$ cat config.mk
export PLATFORM = sky130hd
export DESIGN_NAME = i2c_master_regs
export DESIGN_NICKNAME = d
export VERILOG_FILES = /design/src/rtl/i2c_mreg_pkg.sv /design/src/rtl/i2c_mreg_tick.sv /design/src/rtl/i2c_mreg_fsm.sv /design/src/rtl/i2c_master_regs.sv
export SDC_FILE = /design/constraint.sdc
export NUM_CORES = 1
export LEC_CHECK = 0
export BUFFER_PORTS_ARGS = -buffer_cell sky130_fd_sc_hd__buf_2
export CAP_MARGIN = 20
export CELL_PAD_IN_SITES_DETAIL_PLACEMENT = 1
export CELL_PAD_IN_SITES_GLOBAL_PLACEMENT = 2
export CORE_MARGIN = 5
export CORE_UTILIZATION = 43
export CTS_CLUSTER_SIZE = 28
export DETAILED_ROUTE_END_ITERATION = 10
export GPL_TIMING_DRIVEN = 1
export PLACE_DENSITY = 0.94
export SYNTH_ARGS = -nofsm -noshare
export SYNTH_HDL_FRONTEND = slang
export SYNTH_HIERARCHICAL = 1
export SYNTH_SLANG_ARGS = --single-unit
export TNS_END_PERCENT = 10
$ cat constraint.sdc
create_clock -name clk_i -period 12.85 [get_ports clk_i]
set_input_delay 1.285 -clock clk_i [delete_from_list [all_inputs] [get_ports clk_i]]
set_output_delay 1.285 -clock clk_i [all_outputs]
set_load 0.01 [all_outputs]
$ cat src/rtl/i2c_mreg_pkg.sv
package i2c_mreg_pkg;
  typedef enum logic [1:0] {ST_IDLE, ST_COND, ST_BIT, ST_HOLD} fsm_st_e;
  typedef enum logic [1:0] {CND_START, CND_RSTART, CND_STOP} cond_e;
  localparam logic [1:0] A_CTRL = 2'd0;
  localparam logic [1:0] A_STAT = 2'd1;
  localparam logic [1:0] A_DATA = 2'd2;
  localparam logic [1:0] A_OWN  = 2'd3;
  localparam logic [1:0] MODE_RX = 2'b10;
  localparam int DIV_W = 4;
endpackage

$ cat src/rtl/i2c_mreg_tick.sv
module i2c_mreg_tick
  import i2c_mreg_pkg::*;
#(
  parameter int PRE_LO = 16,
  parameter int PRE_HI = 512
) (
  input  logic             clk_i,
  input  logic             rst_ni,
  input  logic             run_i,
  input  logic             pre_sel_i,
  input  logic [DIV_W-1:0] div_i,
  output logic             tick_o
);
  localparam int QMAX  = (PRE_HI / 4) * (2 ** DIV_W);
  localparam int CNT_W = $clog2(QMAX + 1);

  logic [CNT_W-1:0] cnt_q, base, qlen;

  // quarter-bit length minus one
  always_comb begin
    base = pre_sel_i ? CNT_W'(PRE_HI / 4) : CNT_W'(PRE_LO / 4);
    qlen = base * ({{(CNT_W-DIV_W){1'b0}}, div_i} + CNT_W'(1)) - CNT_W'(1);
  end

  always_ff @(posedge clk_i or negedge rst_ni) begin
    if (!rst_ni)             cnt_q <= '0;
    else if (!run_i)         cnt_q <= '0;
    else if (cnt_q == qlen)  cnt_q <= '0;
    else                     cnt_q <= cnt_q + CNT_W'(1);
  end

  assign tick_o = run_i && (cnt_q == qlen);
endmodule

$ cat src/rtl/i2c_mreg_fsm.sv
module i2c_mreg_fsm
  import i2c_mreg_pkg::*;
(
  input  logic       clk_i,
  input  logic       rst_ni,
  input  logic       tick_i,
  input  logic       go_start_i,
  input  logic       go_rstart_i,
  input  logic       go_stop_i,
  input  logic       go_byte_i,
  input  logic       rx_i,
  input  logic       ack_en_i,
  input  logic       sda_i,
  input  logic       ld_i,
  input  logic [7:0] ld_data_i,
  output logic       run_o,
  output logic       done_o,
  output logic       stop_done_o,
  output logic       scl_o,
  output logic       sda_o,
  output logic [7:0] shreg_o,
  output logic       last_ack_o
);
  fsm_st_e    state_q;
  cond_e      cond_q;
  logic [1:0] q_q;
  logic [3:0] bit_q;
  logic       rx_q, scl_q, sda_q, ack_q;
  logic [7:0] sh_q;
  logic       last_bit;

  assign last_bit    = (bit_q == 4'd8);
  assign run_o       = (state_q == ST_COND) || (state_q == ST_BIT);
  assign done_o      = (state_q == ST_BIT) && tick_i && (q_q == 2'd3) && last_bit;
  assign stop_done_o = (state_q == ST_COND) && (cond_q == CND_STOP) && tick_i && (q_q == 2'd3);

  always_ff @(posedge clk_i or negedge rst_ni) begin
    if (!rst_ni) begin
      state_q <= ST_IDLE;
      cond_q  <= CND_START;
      q_q     <= '0;
      bit_q   <= '0;
      rx_q    <= 1'b0;
      scl_q   <= 1'b1;
      sda_q   <= 1'b1;
      ack_q   <= 1'b0;
      sh_q    <= '0;
    end else begin
      if (ld_i) sh_q <= ld_data_i;
      unique case (state_q)
        ST_IDLE: if (go_start_i) begin
          state_q <= ST_COND; cond_q <= CND_START; q_q <= '0;
        end
        ST_HOLD: begin
          if (go_stop_i) begin
            state_q <= ST_COND; cond_q <= CND_STOP; q_q <= '0;
          end else if (go_rstart_i) begin
            state_q <= ST_COND; cond_q <= CND_RSTART; q_q <= '0;
          end else if (go_byte_i) begin
            state_q <= ST_BIT; bit_q <= '0; q_q <= '0; rx_q <= rx_i;
          end
        end
        ST_COND: if (tick_i) begin
          q_q <= q_q + 2'd1;
          case (q_q)
            2'd0: sda_q <= (cond_q == CND_RSTART);
            2'd1: if (cond_q != CND_START) scl_q <= 1'b1;
            2'd2: if (cond_q == CND_START) scl_q <= 1'b0;
                  else sda_q <= (cond_q == CND_STOP);
            2'd3: if (cond_q == CND_STOP) state_q <= ST_IDLE;
                  else begin
                    scl_q   <= 1'b0;
                    state_q <= ST_BIT;
                    bit_q   <= '0;
                    rx_q    <= 1'b0;  // address byte always goes out
                  end
          endcase
        end
        ST_BIT: if (tick_i) begin
          q_q <= q_q + 2'd1;
          case (q_q)
            2'd0: sda_q <= last_bit ? (rx_q ? ~ack_en_i : 1'b1) : (rx_q ? 1'b1 : sh_q[7]);
            2'd1: scl_q <= 1'b1;
            2'd2: if (!last_bit) sh_q <= {sh_q[6:0], sda_i};
                  else if (!rx_q) ack_q <= sda_i;
            2'd3: begin
              scl_q <= 1'b0;
              if (last_bit) state_q <= ST_HOLD;
              else bit_q <= bit_q + 4'd1;
            end
          endcase
        end
      endcase
    end
  end

  assign scl_o      = scl_q;
  assign sda_o      = sda_q;
  assign shreg_o    = sh_q;
  assign last_ack_o = ack_q;
endmodule

$ cat src/rtl/i2c_master_regs.sv
module i2c_master_regs
  import i2c_mreg_pkg::*;
#(
  parameter int PRE_LO = 16,
  parameter int PRE_HI = 512
) (
  input  logic       clk_i,
  input  logic       rst_ni,
  input  logic [1:0] reg_addr_i,
  input  logic       reg_wr_i,
  input  logic [7:0] reg_wdata_i,
  output logic [7:0] reg_rdata_o,
  output logic       scl_o,
  output logic       sda_o,
  input  logic       sda_i,
  output logic       irq_o
);
  logic             ack_en_q, pre_sel_q, irq_en_q, pend_q;
  logic [DIV_W-1:0] div_q;
  logic [1:0]       mode_q;
  logic             busy_q, oen_q, stop_req_q, rst_req_q;
  logic [7:0]       own_q;

  logic wr_ctrl, wr_stat, wr_data, wr_own;
  logic release_w, go_start, go_stop, go_rstart, go_byte;
  logic tick, f_run, f_done, f_stop_done, f_scl, f_sda, f_ack;
  logic [7:0] f_sh;

  assign wr_ctrl = reg_wr_i && (reg_addr_i == A_CTRL);
  assign wr_stat = reg_wr_i && (reg_addr_i == A_STAT);
  assign wr_data = reg_wr_i && (reg_addr_i == A_DATA);
  assign wr_own  = reg_wr_i && (reg_addr_i == A_OWN);

  assign go_start  = wr_stat && !busy_q && reg_wdata_i[5] && reg_wdata_i[4];
  assign release_w = wr_ctrl && reg_wdata_i[4] && pend_q;
  assign go_stop   = release_w && stop_req_q;
  assign go_rstart = release_w && !stop_req_q && rst_req_q;
  assign go_byte   = release_w && !stop_req_q && !rst_req_q;

  always_ff @(posedge clk_i or negedge rst_ni) begin
    if (!rst_ni) begin
      ack_en_q <= 1'b0; pre_sel_q <= 1'b0; irq_en_q <= 1'b0; pend_q <= 1'b0;
      div_q <= '0; mode_q <= '0; busy_q <= 1'b0; oen_q <= 1'b0;
      stop_req_q <= 1'b0; rst_req_q <= 1'b0; own_q <= '0;
    end else begin
      if (wr_ctrl) begin
        ack_en_q  <= reg_wdata_i[7];
        pre_sel_q <= reg_wdata_i[6];
        irq_en_q  <= reg_wdata_i[5];
        div_q     <= reg_wdata_i[DIV_W-1:0];
      end
      if (f_done)         pend_q <= 1'b1;  // set wins over a same-cycle clear
      else if (release_w) pend_q <= 1'b0;
      if (wr_stat) begin
        mode_q <= reg_wdata_i[7:6];
        oen_q  <= reg_wdata_i[4];
        if (busy_q) begin
          if (reg_wdata_i[5]) rst_req_q  <= 1'b1;
          else                stop_req_q <= 1'b1;
        end
      end
      if (release_w || go_start) begin
        stop_req_q <= 1'b0;
        rst_req_q  <= 1'b0;
      end
      if (go_start)         busy_q <= 1'b1;
      else if (f_stop_done) busy_q <= 1'b0;
      if (wr_own) own_q <= reg_wdata_i;
    end
  end

  i2c_mreg_tick #(.PRE_LO(PRE_LO), .PRE_HI(PRE_HI)) u_tick (
    .clk_i, .rst_ni, .run_i(f_run), .pre_sel_i(pre_sel_q), .div_i(div_q), .tick_o(tick)
  );

  i2c_mreg_fsm u_fsm (
    .clk_i, .rst_ni, .tick_i(tick),
    .go_start_i(go_start), .go_rstart_i(go_rstart), .go_stop_i(go_stop), .go_byte_i(go_byte),
    .rx_i(mode_q == MODE_RX), .ack_en_i(ack_en_q), .sda_i,
    .ld_i(wr_data), .ld_data_i(reg_wdata_i),
    .run_o(f_run), .done_o(f_done), .stop_done_o(f_stop_done),
    .scl_o(f_scl), .sda_o(f_sda), .shreg_o(f_sh), .last_ack_o(f_ack)
  );

  always_comb begin
    unique case (reg_addr_i)
      A_CTRL:  reg_rdata_o = {ack_en_q, pre_sel_q, irq_en_q, pend_q, div_q};
      A_STAT:  reg_rdata_o = {mode_q, busy_q, oen_q, 3'b000, f_ack};
      A_DATA:  reg_rdata_o = f_sh;
      default: reg_rdata_o = own_q;
    endcase
  end

  assign scl_o = oen_q ? f_scl : 1'b1;
  assign sda_o = oen_q ? f_sda : 1'b1;
  assign irq_o = pend_q & irq_en_q;
endmodule

# Yosys cells after proc, flatten, opt, wreduce, memory -nomap -nowiden
# Cells that the tools add are included.
[totals]
word_cells = 193
mem_count = 0
mem_bits_rw = 0
latchBits = 0
out_inout_bits = 11
reg_bits = 56
in_bits = 14
romBits = 0
[op_classes]
addsub = 5
bitwise_logic = 3
eq_ne = 37
muxes = 76
n_reduce_logical = 50
n_shift = 0
multipliers = 1
n_div = 0
magnitude_cmp = 0
[ops]
columns = ["cell", "n"]
rows = [
  ["$mux W8", 6],
  ["$mux W4", 9],
  ["$mux W2", 17],
  ["$mux W1", 31],
  ["$mux W12", 2],
  ["$pmux W8 S3", 1],
  ["$ne A3 B3 Y1 const B", 7],
  ["$logic_and A1 B1 Y1", 20],
  ["$ne A2 B2 Y1 const B", 9],
  ["$reduce_bool A2 Y1", 9],
  ["$eq A2 B2 Y1 const B", 8],
  ["$reduce_and A7 Y1", 2],
  ["$add A12 B1 Y12 const B", 1],
  ["$eq A12 B12 Y1", 1],
  ["$mul A12 B12 Y12", 1],
  ["$pmux W4 S3", 1],
  ["$reduce_and A3 Y1", 4],
  ["$sub A12 B1 Y12 const B", 1],
  ["$ne A2 B1 Y1 const B", 5],
  ["$pmux W1 S2", 5],
  ["$reduce_and A10 Y1", 1],
  ["$eq A2 B1 Y1 const B", 4],
  ["$logic_not A2 Y1", 4],
  ["$ne A4 B4 Y1 const B", 2],
  ["17 further kinds", 21],
]

# Logic depth before layout (Yosys ltp)
# Gate-level depths: netlist of run 1.
[logic_depth]
depth_word = 10
mapped_depth = 19
ltp_nobuf = 17

# Hierarchy
# The synthesis of run 1 kept the hierarchy.
[modules_own_cells]
columns = ["mod", "seq_area_each_um2", "cells_per_inst", "area_each_um2", "n_inst"]
rows = [
  ["i2c_mreg_fsm", 553.0, 164, 1557.7, 1],
  ["i2c_mreg_tick", 300.3, 150, 1277.5, 1],
  ["i2c_master_regs", 550.5, 81, 1108.6, 1],
]

# Least setup slack after synthesis of run 1
# No wires, ideal clock.
[synth_path]
path_type = "register -> register"
start = "register div_q[0]"
end = "register u_fsm.bit_q[2]"
slack_ns = 8.669
required_ns = 12.726
arrival_ns = 4.057
period_less_slack_ns = 4.181
setup_time_ns = 0.124
path_buffers = 2
stages_incl_launch_ff = 20
cell_sequence = "dfrtp_1 > ha_1 > xor2_1 > nand2_1 > ha_1 > ha_1 > inv_1 > fa_1 > nor2b_1 > nor2_1 > o21ai_0 > xnor2_1 > nor4_4 > and3_1 > buf_6 > nand2_1 > a211o_1 > or3_1 > buf_2 > a211o_1"
[synth_via]
elab_chain_cells = 7
elab_cells_between_ends = 8
cone_classes = "add/sub (2); mul (1); eq/ne (3); reduce/logical (2)"
[synth_rtl]
columns = ["element", "line", "rtl"]
rows = [
  ["start, declared", "i2c_master_regs.sv:19", "logic [DIV_W-1:0] div_q;"],
  ["start signal, assigned", "i2c_master_regs.sv:50", "div_q <= reg_wdata_i[DIV_W-1:0];"],
  ["$add A4 B1 Y5 *", "i2c_mreg_tick.sv:22", "qlen = base * ({{(CNT_W-DIV_W){1'b0}}, div_i} + CNT_W'(1)) - CNT_W'(1);"],
  ["$mul A12 B12 Y12 *", "i2c_mreg_tick.sv:22", ""],
  ["$sub A12 B1 Y12 *", "i2c_mreg_tick.sv:22", ""],
  ["$eq A12 B12 Y1 *", "i2c_mreg_tick.sv:32", "assign tick_o = run_i && (cnt_q == qlen);"],
  ["$logic_and A1 B1 Y1 *", "i2c_mreg_tick.sv:32", ""],
  ["named net tick", "i2c_master_regs.sv:26", "logic tick, f_run, f_done, f_stop_done, f_scl, f_sda, f_ack;"],
  ["$ne A2 B1 Y1 (no line)", "-", ""],
  ["$reduce_and A10 Y1 (no line) *", "-", ""],
  ["end signal, assigned", "i2c_mreg_fsm.sv:89", "else bit_q <= bit_q + 4'd1;"],
  ["end, declared", "i2c_mreg_fsm.sv:27", "logic [3:0] bit_q;"],
]
# The timed path passes the listed nets; every way through them passes the cells marked *.
# A chain may end at the register's enable or synchronous reset.

# Worst setup path in the final report of run 1
# Ends and elaborated chain as after synthesis.

==> summary.md, run 1 <==
| Metric | Value |
|---|---|
| Initial Utilization | 0.4330 |
| Clock period minus worst slack | 4897 ps |
| GRT Max-Usage Layer | met2 |
| Post-synthesis sequential area ratio | 0.3560 |
| CP Class | flop to flop |
| Reg2Reg Depth | 18 |
| Drt first-iter violations | 176 |
| Slew at the pin closest to its max-slew limit | 873.6 ps |
| Layout cells sized above 1 | 0.2134 |
| Pre-CTS setup slack | 7980 ps |
| Post-DR wirelength/cell | 17.75 µm |
| Dpl hpwl | 7.123 mm |
| Top Family by Delay on Critical Path | simple AND/OR/NAND/NOR gates |
| WP depth | 18 |
| Total routed wirelength | 9.373 mm |
| Post-CTS Repair Setup Buffers | 0 |
| Antenna Diode Count | 0 |
| Final Power | 0.0006947 W |
| CP most frequent cell | ha_1 |
| Core area | 9109 µm² |
| Remaining DRCs | 0 |
| MaxCap Viol Count | 0 |
| Crit end category | flop |
| GR Layer Usage met3 | 0.02205 |
| Fill count | 1052 |
| Synthesis-to-layout area growth | 7.455% |
| Comb pwr share | 0.515 |
| R2R Path Start | div_q[0] |
| Buf+Inv Stages, Crit Path | 2 |
| Outcome | completed |
| FF-to-FF setup slack | 7950 ps |
| Die area | 11190 µm² |
| Via count | 3013 |
| Met1 GRT Util | 0.2312 |
| GRT Util Overall | 0.1765 |
| Setup Skew | 10.05 ps |
| Largest stage delay, worst path | 460 ps |
| CTS clk-pin slew, worst paths | 110 ps |
| # H-tree levels | 2 |
| Tightest Hold Check Type | flop to flop |
| CTS Sinks | 56 |
| Dpl cells | 520 |
| Initial antenna violation count | 0 |
| Post-synth ARST share | 1.000 |
| Row count | 35 |
| Final hold viol count | 0 |
| Root Driver | clkbuf_8 |
| Crit path cell chain | ha_1, xor2_1, nand2_1, ha_1, ha_1, inv_1, fa_1, nor2b_1, nor2_1, o21ai_0, xnor2_1, nor4_4, buf_4, and3_1, nand2_1, a211o_1, or3_1, a211o_1 |
| Area occupied by multi-input gates | 2367 µm² |
| Final TNS setup | 0 ps |
| PostCTS Resize Cnt | 0 |
| FMAX | 204.2 MHz |
| Worst endpoint data arrival time | 5100 ps |
| Synthesized cell area | 3944 µm² |
| Worst ir drop on vdd | 0.09238 mV |
| YS warnings | 6 |
| Top Ports | 25 |
| Maximum clock path buffer count | 2 |
| Internal | 0.0003921 W |
| GP Congestion | 0.8510 |
| Psw | 0.0003026 W |
| Hold-fix buffers, CTS | 0 |
| Post-synth cell types | 69 |
| DP Area | 4143 µm² |
| # nets final | 461 |
| Clk pwr share | 0.146 |
| Crit Reg-Reg Endpoint | u_fsm/bit_q[2] |
| Sequential fraction of design power | 0.340 |
| Synth Instances | 395 |
| Critical-path top delay cell | dfrtp_1 |
| Setup WS post-layout | 7953 ps |
| Critical Path Sink | u_fsm/bit_q[2] |
| Die H | 105.8 µm |
| Final Cycle Share | 0.3811 |
| First-pass GRT wire length | 16.19 mm |
| Max Slew Vio Count | 0 |
| Vias per cell | 5.706 |
| Post-Layout Cell Count | 528 |
| WP data required | 13060 ps |
| Die width | 105.8 µm |
| Largest net degree at the start of global routing | 57 |
| IO Port Bufs | 24 |
| Grt total ovfl | 0 |
| TritonCTS buffer count | 5 |
| Critical path fanouts, max | 13 |
| Pwr per Cell Area | 163.9 nW/µm² |
| CTS tree | built |
| DRT Pass-1 Iters | 4 |
| Prevailing post-synth register cell | dfrtp_1 |
| Number of synthesized flops with an enable pin | 0 |
| Worst skew pair latency | 310 ps |
| Yosys reg bits | 56 |
| Antenna violation net count after detailed routing | 0 |
| Net Sw Frac | 0.4356 |
| Met2 Use GR | 0.3142 |
| Syn Nets | 440 |
| RSZ-0062 raised after global routing | no |
| Sequential cell area | 1404 µm² |
| Crit path launch type | flop |
| Final setup violation count | 0 |
| Number of global-route vias before repair | 3232 |
| Design area | 4238 µm² |
| Post-Synthesis Mean Instance Area | 9.984 µm² |
| Relative slew slack | 0.4150 |
| Critical path startpoint | div_q[0] |
| Leak | 1.862 nW |
## state kept, by name, summed over array words and instances (netlist names)
register and cells:
u_tick/cnt_q 12, own_q 8, u_fsm/shreg_o 8, div_q 4
u_fsm/bit_q 4, mode_q 2, u_fsm/cond_q 2, u_fsm/q_q 2
u_fsm/state_q 2, ack_en_q 1, busy_q 1, irq_en_q 1
oen_q 1, pend_q 1, pre_sel_q 1, rst_req_q 1
stop_req_q 1, u_fsm/last_ack_o 1, u_fsm/rx_q 1, u_fsm/scl_o 1
u_fsm/sda_o 1
## worst register-to-register path, delay by kind of cell (launching register included)
family / cells / cell delay (ps)
adder cells (fa/ha/maj): 4 / 1150
AND/OR/NAND/NOR: 7 / 1600
XOR/XNOR: 2 / 350
buffers and inverters: 2 / 350
flip-flops: 1 / 460
AO/OA/AOI/OAI: 3 / 890
## metal layers
layer  wire, µm  up-vias
met5          0        -
met4         87        0
met3        167        8
met2       4858       31
met1       4259     1528
li1           -     1446
## cells in the mapped netlist (all sizes together) (3+ instances only)
library cell,instances,area (µm²)
a22o,4,35.03
nor2b,5,31.28
nor3b,3,32.53
nor3,6,30.03
inv,23,86.33
a31oi,3,18.77
a21o,3,22.52
clkbuf,4,16.26
and3,6,38.79
a21oi,23,152.6
or2,3,18.77
nand2b,10,62.56
ha,30,375.4
dfrtp,54,1351
nand2,41,153.9
o21ai,19,95.09
nor4,7,65.06
buf,9,66.31
nand4,4,25.02
nand3b,4,30.03
mux4,5,112.6
nor2,16,60.06
xnor2,15,131.4
nand3,13,70.07
mux2i,12,120.1
xor2,11,96.34
mux2,26,292.8
## area by class of cell
class / count / area share
inverters: 24 / 0.02126
multi-input cells: 302 / 0.5586
well taps: 111 / 0.03277
flip-flops and latches: 56 / 0.3313
clock inverters: 3 / 0.006200
repair buffers: 27 / 0.03366
clock buffers: 5 / 0.01624
## cells by family after synthesis
family,synth area share
AO/OA/AOI/OAI,0.1231
XOR/XNOR,0.05774
adder cells (fa/ha/maj),0.1003
buffers and inverters,0.04378
flip-flops,0.3560
multiplexers,0.1333
AND/OR/NAND/NOR,0.1859
## power by group through the flow
| stage | Sequential [W] | Combinational, W | Clock (W) |
|---|---|---|---|
| floorplan | 0.000229 | 0.000277 | 0 |
| detailed placement | 0.000240 | 0.000357 | 0 |
| CTS | 0.000236 | 0.000360 | 0.000106 |
| finish | 0.000236 | 0.000358 | 0.000101 |
| global placement | 0.000237 | 0.000344 | 0 |
| global route | 0.000242 | 0.000396 | 0.000116 |
## worst min path at each step
stage / startpoint / endpoint / cells past startpoint
2_1_floorplan: own_q[5] / own_q[5] / 2
3_3_place_gp: own_q[7] / own_q[7] / 1
3_5_place_dp: own_q[5] / own_q[5] / 2
4_1_cts: own_q[5] / own_q[5] / 2
5_1_grt: own_q[0] / own_q[0] / 1
6_report: own_q[6] / own_q[6] / 1
## placed cells by master (no fill, tap or decap), types with 2 or more instances in the layout
cell and n:
mux4_2 5, or2_2 2, a211o_1 2, a22o_1 4
nand4_1 4, a21oi_2 10, nor3b_2 2, nor4_1 5
clkbuf_8 5, xor2_1 11, or3_1 2, nor2b_1 5
inv_1 23, xnor2_1 15, clkinv_4 2, nand2b_1 10
mux2i_1 12, buf_4 3, ha_1 30, o21ai_0 14
nand3b_1 4, and3b_1 2, a31oi_1 3, and3_1 5
a21oi_1 13, and2b_4 2, buf_2 24, a21o_1 3
nor3_1 6, mux2_1 2, mux2_2 24, dfrtp_1 54
dfstp_2 2, nand2_1 41, a211oi_1 2, nor2_1 16
nand3_1 12, o21ai_1 5, and2_1 2
## stage by stage
stage | hold slack (ps) | util
3_3_place_gp | 482.6 | 0.4548
4_1_cts | 517.6 | 0.4652
5_1_grt | 543.7 | 0.4652
6_report | 518.3 | 0.4652
2_1_floorplan | 444.8 | -
3_5_place_dp | 491.5 | 0.4548
Power figures use the tool's default switching activity.
==> run 2: changes to the inputs <==
--- a/config.mk
+++ b/config.mk
@@ -5,16 +5,17 @@
 export SDC_FILE = /design/constraint.sdc
 export NUM_CORES = 1
 export LEC_CHECK = 0
+export ABC_AREA = 1
 export BUFFER_PORTS_ARGS = -buffer_cell sky130_fd_sc_hd__buf_2
 export CAP_MARGIN = 20
 export CELL_PAD_IN_SITES_DETAIL_PLACEMENT = 1
 export CELL_PAD_IN_SITES_GLOBAL_PLACEMENT = 2
 export CORE_MARGIN = 5
-export CORE_UTILIZATION = 43
+export CORE_UTILIZATION = 32
 export CTS_CLUSTER_SIZE = 28
 export DETAILED_ROUTE_END_ITERATION = 10
 export GPL_TIMING_DRIVEN = 1
-export PLACE_DENSITY = 0.94
+export PLACE_DENSITY = 0.84
 export SYNTH_ARGS = -nofsm -noshare
 export SYNTH_HDL_FRONTEND = slang
 export SYNTH_HIERARCHICAL = 1
==> constraint.sdc (replaced) <==
create_clock -name clk_i -period 4.4 [get_ports clk_i]
set_input_delay 0.44 -clock clk_i [delete_from_list [all_inputs] [get_ports clk_i]]
set_output_delay 0.44 -clock clk_i [all_outputs]
set_load 0.01 [all_outputs]
==> summary.md, run 2 <==
| Metric | Value |
|---|---|
| Drt first-iter violations | 91 (-48%) |
| # H-tree levels | 2 (unchanged) |
| Leak | 2.334 nW (+25%) |
| Prevailing post-synth register cell | dfrtp_1 |
| Reg2Reg Depth | 25 (+7) |
| Post-synth cell types | 39 (-43%) |
| Tightest Hold Check Type | input pin to asynchronous set/reset pin |
| Post-DR wirelength/cell | 14.15 µm (-20%) |
| Synth Instances | 575 (+46%) |
| CTS clk-pin slew, worst paths | 80 ps (-30 ps) |
| Yosys reg bits | 56 (unchanged) |
| Syn Nets | 620 (+41%) |
| Clk pwr share | 0.295 (+0.149) |
| Post-Synthesis Mean Instance Area | 7.211 µm² (-28%) |
| CP Class | flop to flop |
| Max Slew Vio Count | 0 (unchanged) |
| Initial antenna violation count | 0 (unchanged) |
| # nets final | 645 (+40%) |
| Worst skew pair latency | 300 ps (about the same) |
| Post-synth ARST share | 1.000 (unchanged) |
| Top Ports | 25 (unchanged) |
| RSZ-0062 raised after global routing | no |
| Worst endpoint data arrival time | 4070 ps (-1030 ps) |
| Setup Skew | 8.500 ps (-1.547 ps) |
| R2R Path Start | div_q[0] |
| TritonCTS buffer count | 5 (unchanged) |
| Antenna Diode Count | 0 (unchanged) |
| Synth area leader | dfrtp_1 |
| Top cells by area, synth | dfrtp_1 33%, nand2_1 16%, ha_1 9.1% |
| Via count | 3668 (+22%) |
| Crit Reg-Reg Endpoint | u_fsm/bit_q[0] |
| Hold-fix buffers, CTS | 0 (unchanged) |
| Post-synthesis sequential area ratio | 0.3386 (-0.01740) |
| Clock period minus worst slack | 3883 ps (-1014 ps) |
| CTS tree | built |
| Vias per cell | 4.745 (-17%) |
| Total routed wirelength | 10.94 mm (+17%) |
| Antenna violation net count after detailed routing | 0 (unchanged) |
| WP data required | 4580 ps (-8480 ps) |
| Sequential fraction of design power | 0.378 (+0.038) |
| GRT Util Overall | 0.1553 (-0.02116) |
| Die area | 15330 µm² (+37%) |
| Dpl hpwl | 8.735 mm (+23%) |
| Synth top cells by count | 180 x nand2_1, 86 x inv_1, 54 x dfrtp_1 |
| Comb pwr share | 0.327 (-0.188) |
| Met2 Use GR | 0.2862 (-0.02796) |
| Final hold viol count | 0 (unchanged) |
| Crit end category | flop |
| Number of global-route vias before repair | 4010 (+24%) |
| Die width | 123.8 µm (+17%) |
| Critical path fanouts, max | 8 (-5) |
| DRT Pass-1 Iters | 4 (unchanged) |
| Worst ir drop on vdd | 0.1464 mV (+58%) |
| CTS Sinks | 56 (unchanged) |
| Slew at the pin closest to its max-slew limit | 777.7 ps (-95.97 ps) |
| Number of synthesized flops with an enable pin | 0 (unchanged) |
| Layout cells sized above 1 | 0.1464 (-0.06701) |
| Pwr per Cell Area | 338.9 nW/µm² (+110%) |
| Grt total ovfl | 0 (unchanged) |
| Final Cycle Share | 0.8826 (+0.5015) |
| Final setup violation count | 0 (unchanged) |
| Net Sw Frac | 0.3534 (-0.08214) |
| Remaining DRCs | 0 (unchanged) |
| Share of the synthesized area in the top cell type | 0.3259 (-0.01675) |
| Core area | 12670 µm² (+39%) |
| GP Congestion | 0.8384 (-1.5%) |
| Maximum clock path buffer count | 2 (unchanged) |
| Synthesized cell area | 4146 µm² (+5.1%) |
| Outcome | completed |
| Final TNS setup | 0 ps (unchanged) |
| Synthesis-to-layout area growth | 11.10% |
| MaxCap Viol Count | 0 (unchanged) |
| Most frequent cells in the layout | 180 x nand2_1, 86 x inv_1, 54 x dfrtp_1, 43 x nor2_1, 34 x nand3_1 |
| GRT Max-Usage Layer | met2 |
| FF-to-FF setup slack | 520 ps (-7440 ps) |
| First-pass GRT wire length | 19.08 mm (+18%) |
| Final Power | 0.001561 W (+120%) |
| Max FFs per register | 12 (unchanged) |
| Initial Utilization | 0.3272 (-0.1057) |
| Internal | 0.001009 W (+160%) |
| FMAX | 257.5 MHz (+26%) |
| Relative slew slack | 0.4816 (+0.06653) |
| Met1 GRT Util | 0.1906 (-0.04067) |
| Commonest non-fill, non-tap cell in the layout | nand2_1 |
| Count leader, synth | nand2_1 |
| Die H | 123.8 µm (+17%) |
| Root Driver | clkbuf_16 |
| IO Port Bufs | 24 (unchanged) |
| Row count | 41 (+17%) |
| Top reg by flops | u_tick/cnt_q |
| Psw | 0.0005518 W (+82%) |
| Crit path launch type | flop |
| GR Layer Usage met3 | 0.02271 (+0.0006613) |
| YS warnings | 6 (unchanged) |
| Largest net degree at the start of global routing | 57 (unchanged) |
run 2: changes by cell type after synthesis, sizes merged, moves of 5 or more:
cell    before  now
nor4         7    0
mux2i       12    0
xnor2       15    4
nor2b        5    0
nand4        4   20
nand3       13   36
a21oi       23    7
nand2       41  188
nor2        16   62
inv         23   90
o21ai       19   42
mux4         5    0
nand2b      10    0
mux2        26    0
run 2: layout make-up:
| class | instances | area [µm²] |
|---|---|---|
| clock buffers | 5 | 125.1 |
| clock inverters | 3 | 42.54 |
| fillers | 1619 | 8064 |
| inverters | 91 | 341.6 |
| multi-input cells | 421 | 2351 |
| flip-flops and latches | 56 | 1404 |
| well taps | 172 | 215.2 |
| repair buffers | 25 | 127.6 |
run 2: worst max path at each step:
stage,start,end,slack (ps),depth (start not counted)
global placement,div_q[0],u_fsm/shreg_o[0],550,21
floorplan,div_q[0],u_fsm/bit_q[2],910,25
CTS,div_q[0],u_fsm/bit_q[0],310,25
global route,div_q[0],u_fsm/bit_q[2],80,25
finish,div_q[0],u_fsm/bit_q[0],520,25
detailed placement,div_q[0],u_fsm/bit_q[0],320,25
run 2: cells by family after synthesis:
family,after synthesis,share of synthesized area
buf+inv,98,0.09505
compound gates,56,0.08479
flops,56,0.3386
fa+ha+maj,31,0.09535
xor+xnor,13,0.02746
simple gates,321,0.3588
run 2: metal layers:
| layer | share of wire | wire, µm |
|---|---|---|
| met3 | 0.017 | 188 |
| met4 | 0.0094 | 103 |
| met1 | 0.46 | 5026 |
| met2 | 0.51 | 5620 |
| met5 | 0 | 0 |
run 2: power groups by stage:
stage               Combinational (W)  Sequential [W]  Clock (W)
global route                 0.000591        0.000598   0.000504
CTS                          0.000520        0.000591   0.000482
floorplan                    0.000368        0.000587          0
detailed placement           0.000517        0.000601          0
finish                       0.000510        0.000591   0.000460
global placement             0.000495        0.000600          0
run 2: worst max-delay path, cell delays in order, from the launching register on:
cell and delay, ps:
dfrtp_1 460, ha_1 260, xnor2_1 150, nor2_1 140, inv_1 60, ha_1 270, ha_1 190, inv_1 70
fa_1 530, inv_1 50, nand2_1 60, nand2_1 50, nor2_1 80, nand2_1 60, nor2_1 90, nand4_1 80
nor2_1 100, nand2_1 110, nor2_2 290, nand2_2 130, nand2_2 100, nand2_1 60, nor2_1 120, nand3_2 110
nand2_1 80, nand2_1 60
run 2: timing repair:
action	in CTS	in global routing
setup buffers	0	0
setup endpoints to repair	0	16
resized for setup	0	1
run 2: stage by stage:
stage	area, µm²	std cells	util	setup WS [ps]	hold WS (ps)
2_1_floorplan	4146	575	-	910.6	144.4
4_1_cts	4604	773	0.3634	305.5	332.8
3_5_place_dp	4437	765	0.3502	316.6	445.4
5_1_grt	4607	773	0.3636	82.40	345.7
6_report	4607	773	0.3636	516.5	256.3
3_3_place_gp	4437	765	0.3502	551.0	439.4
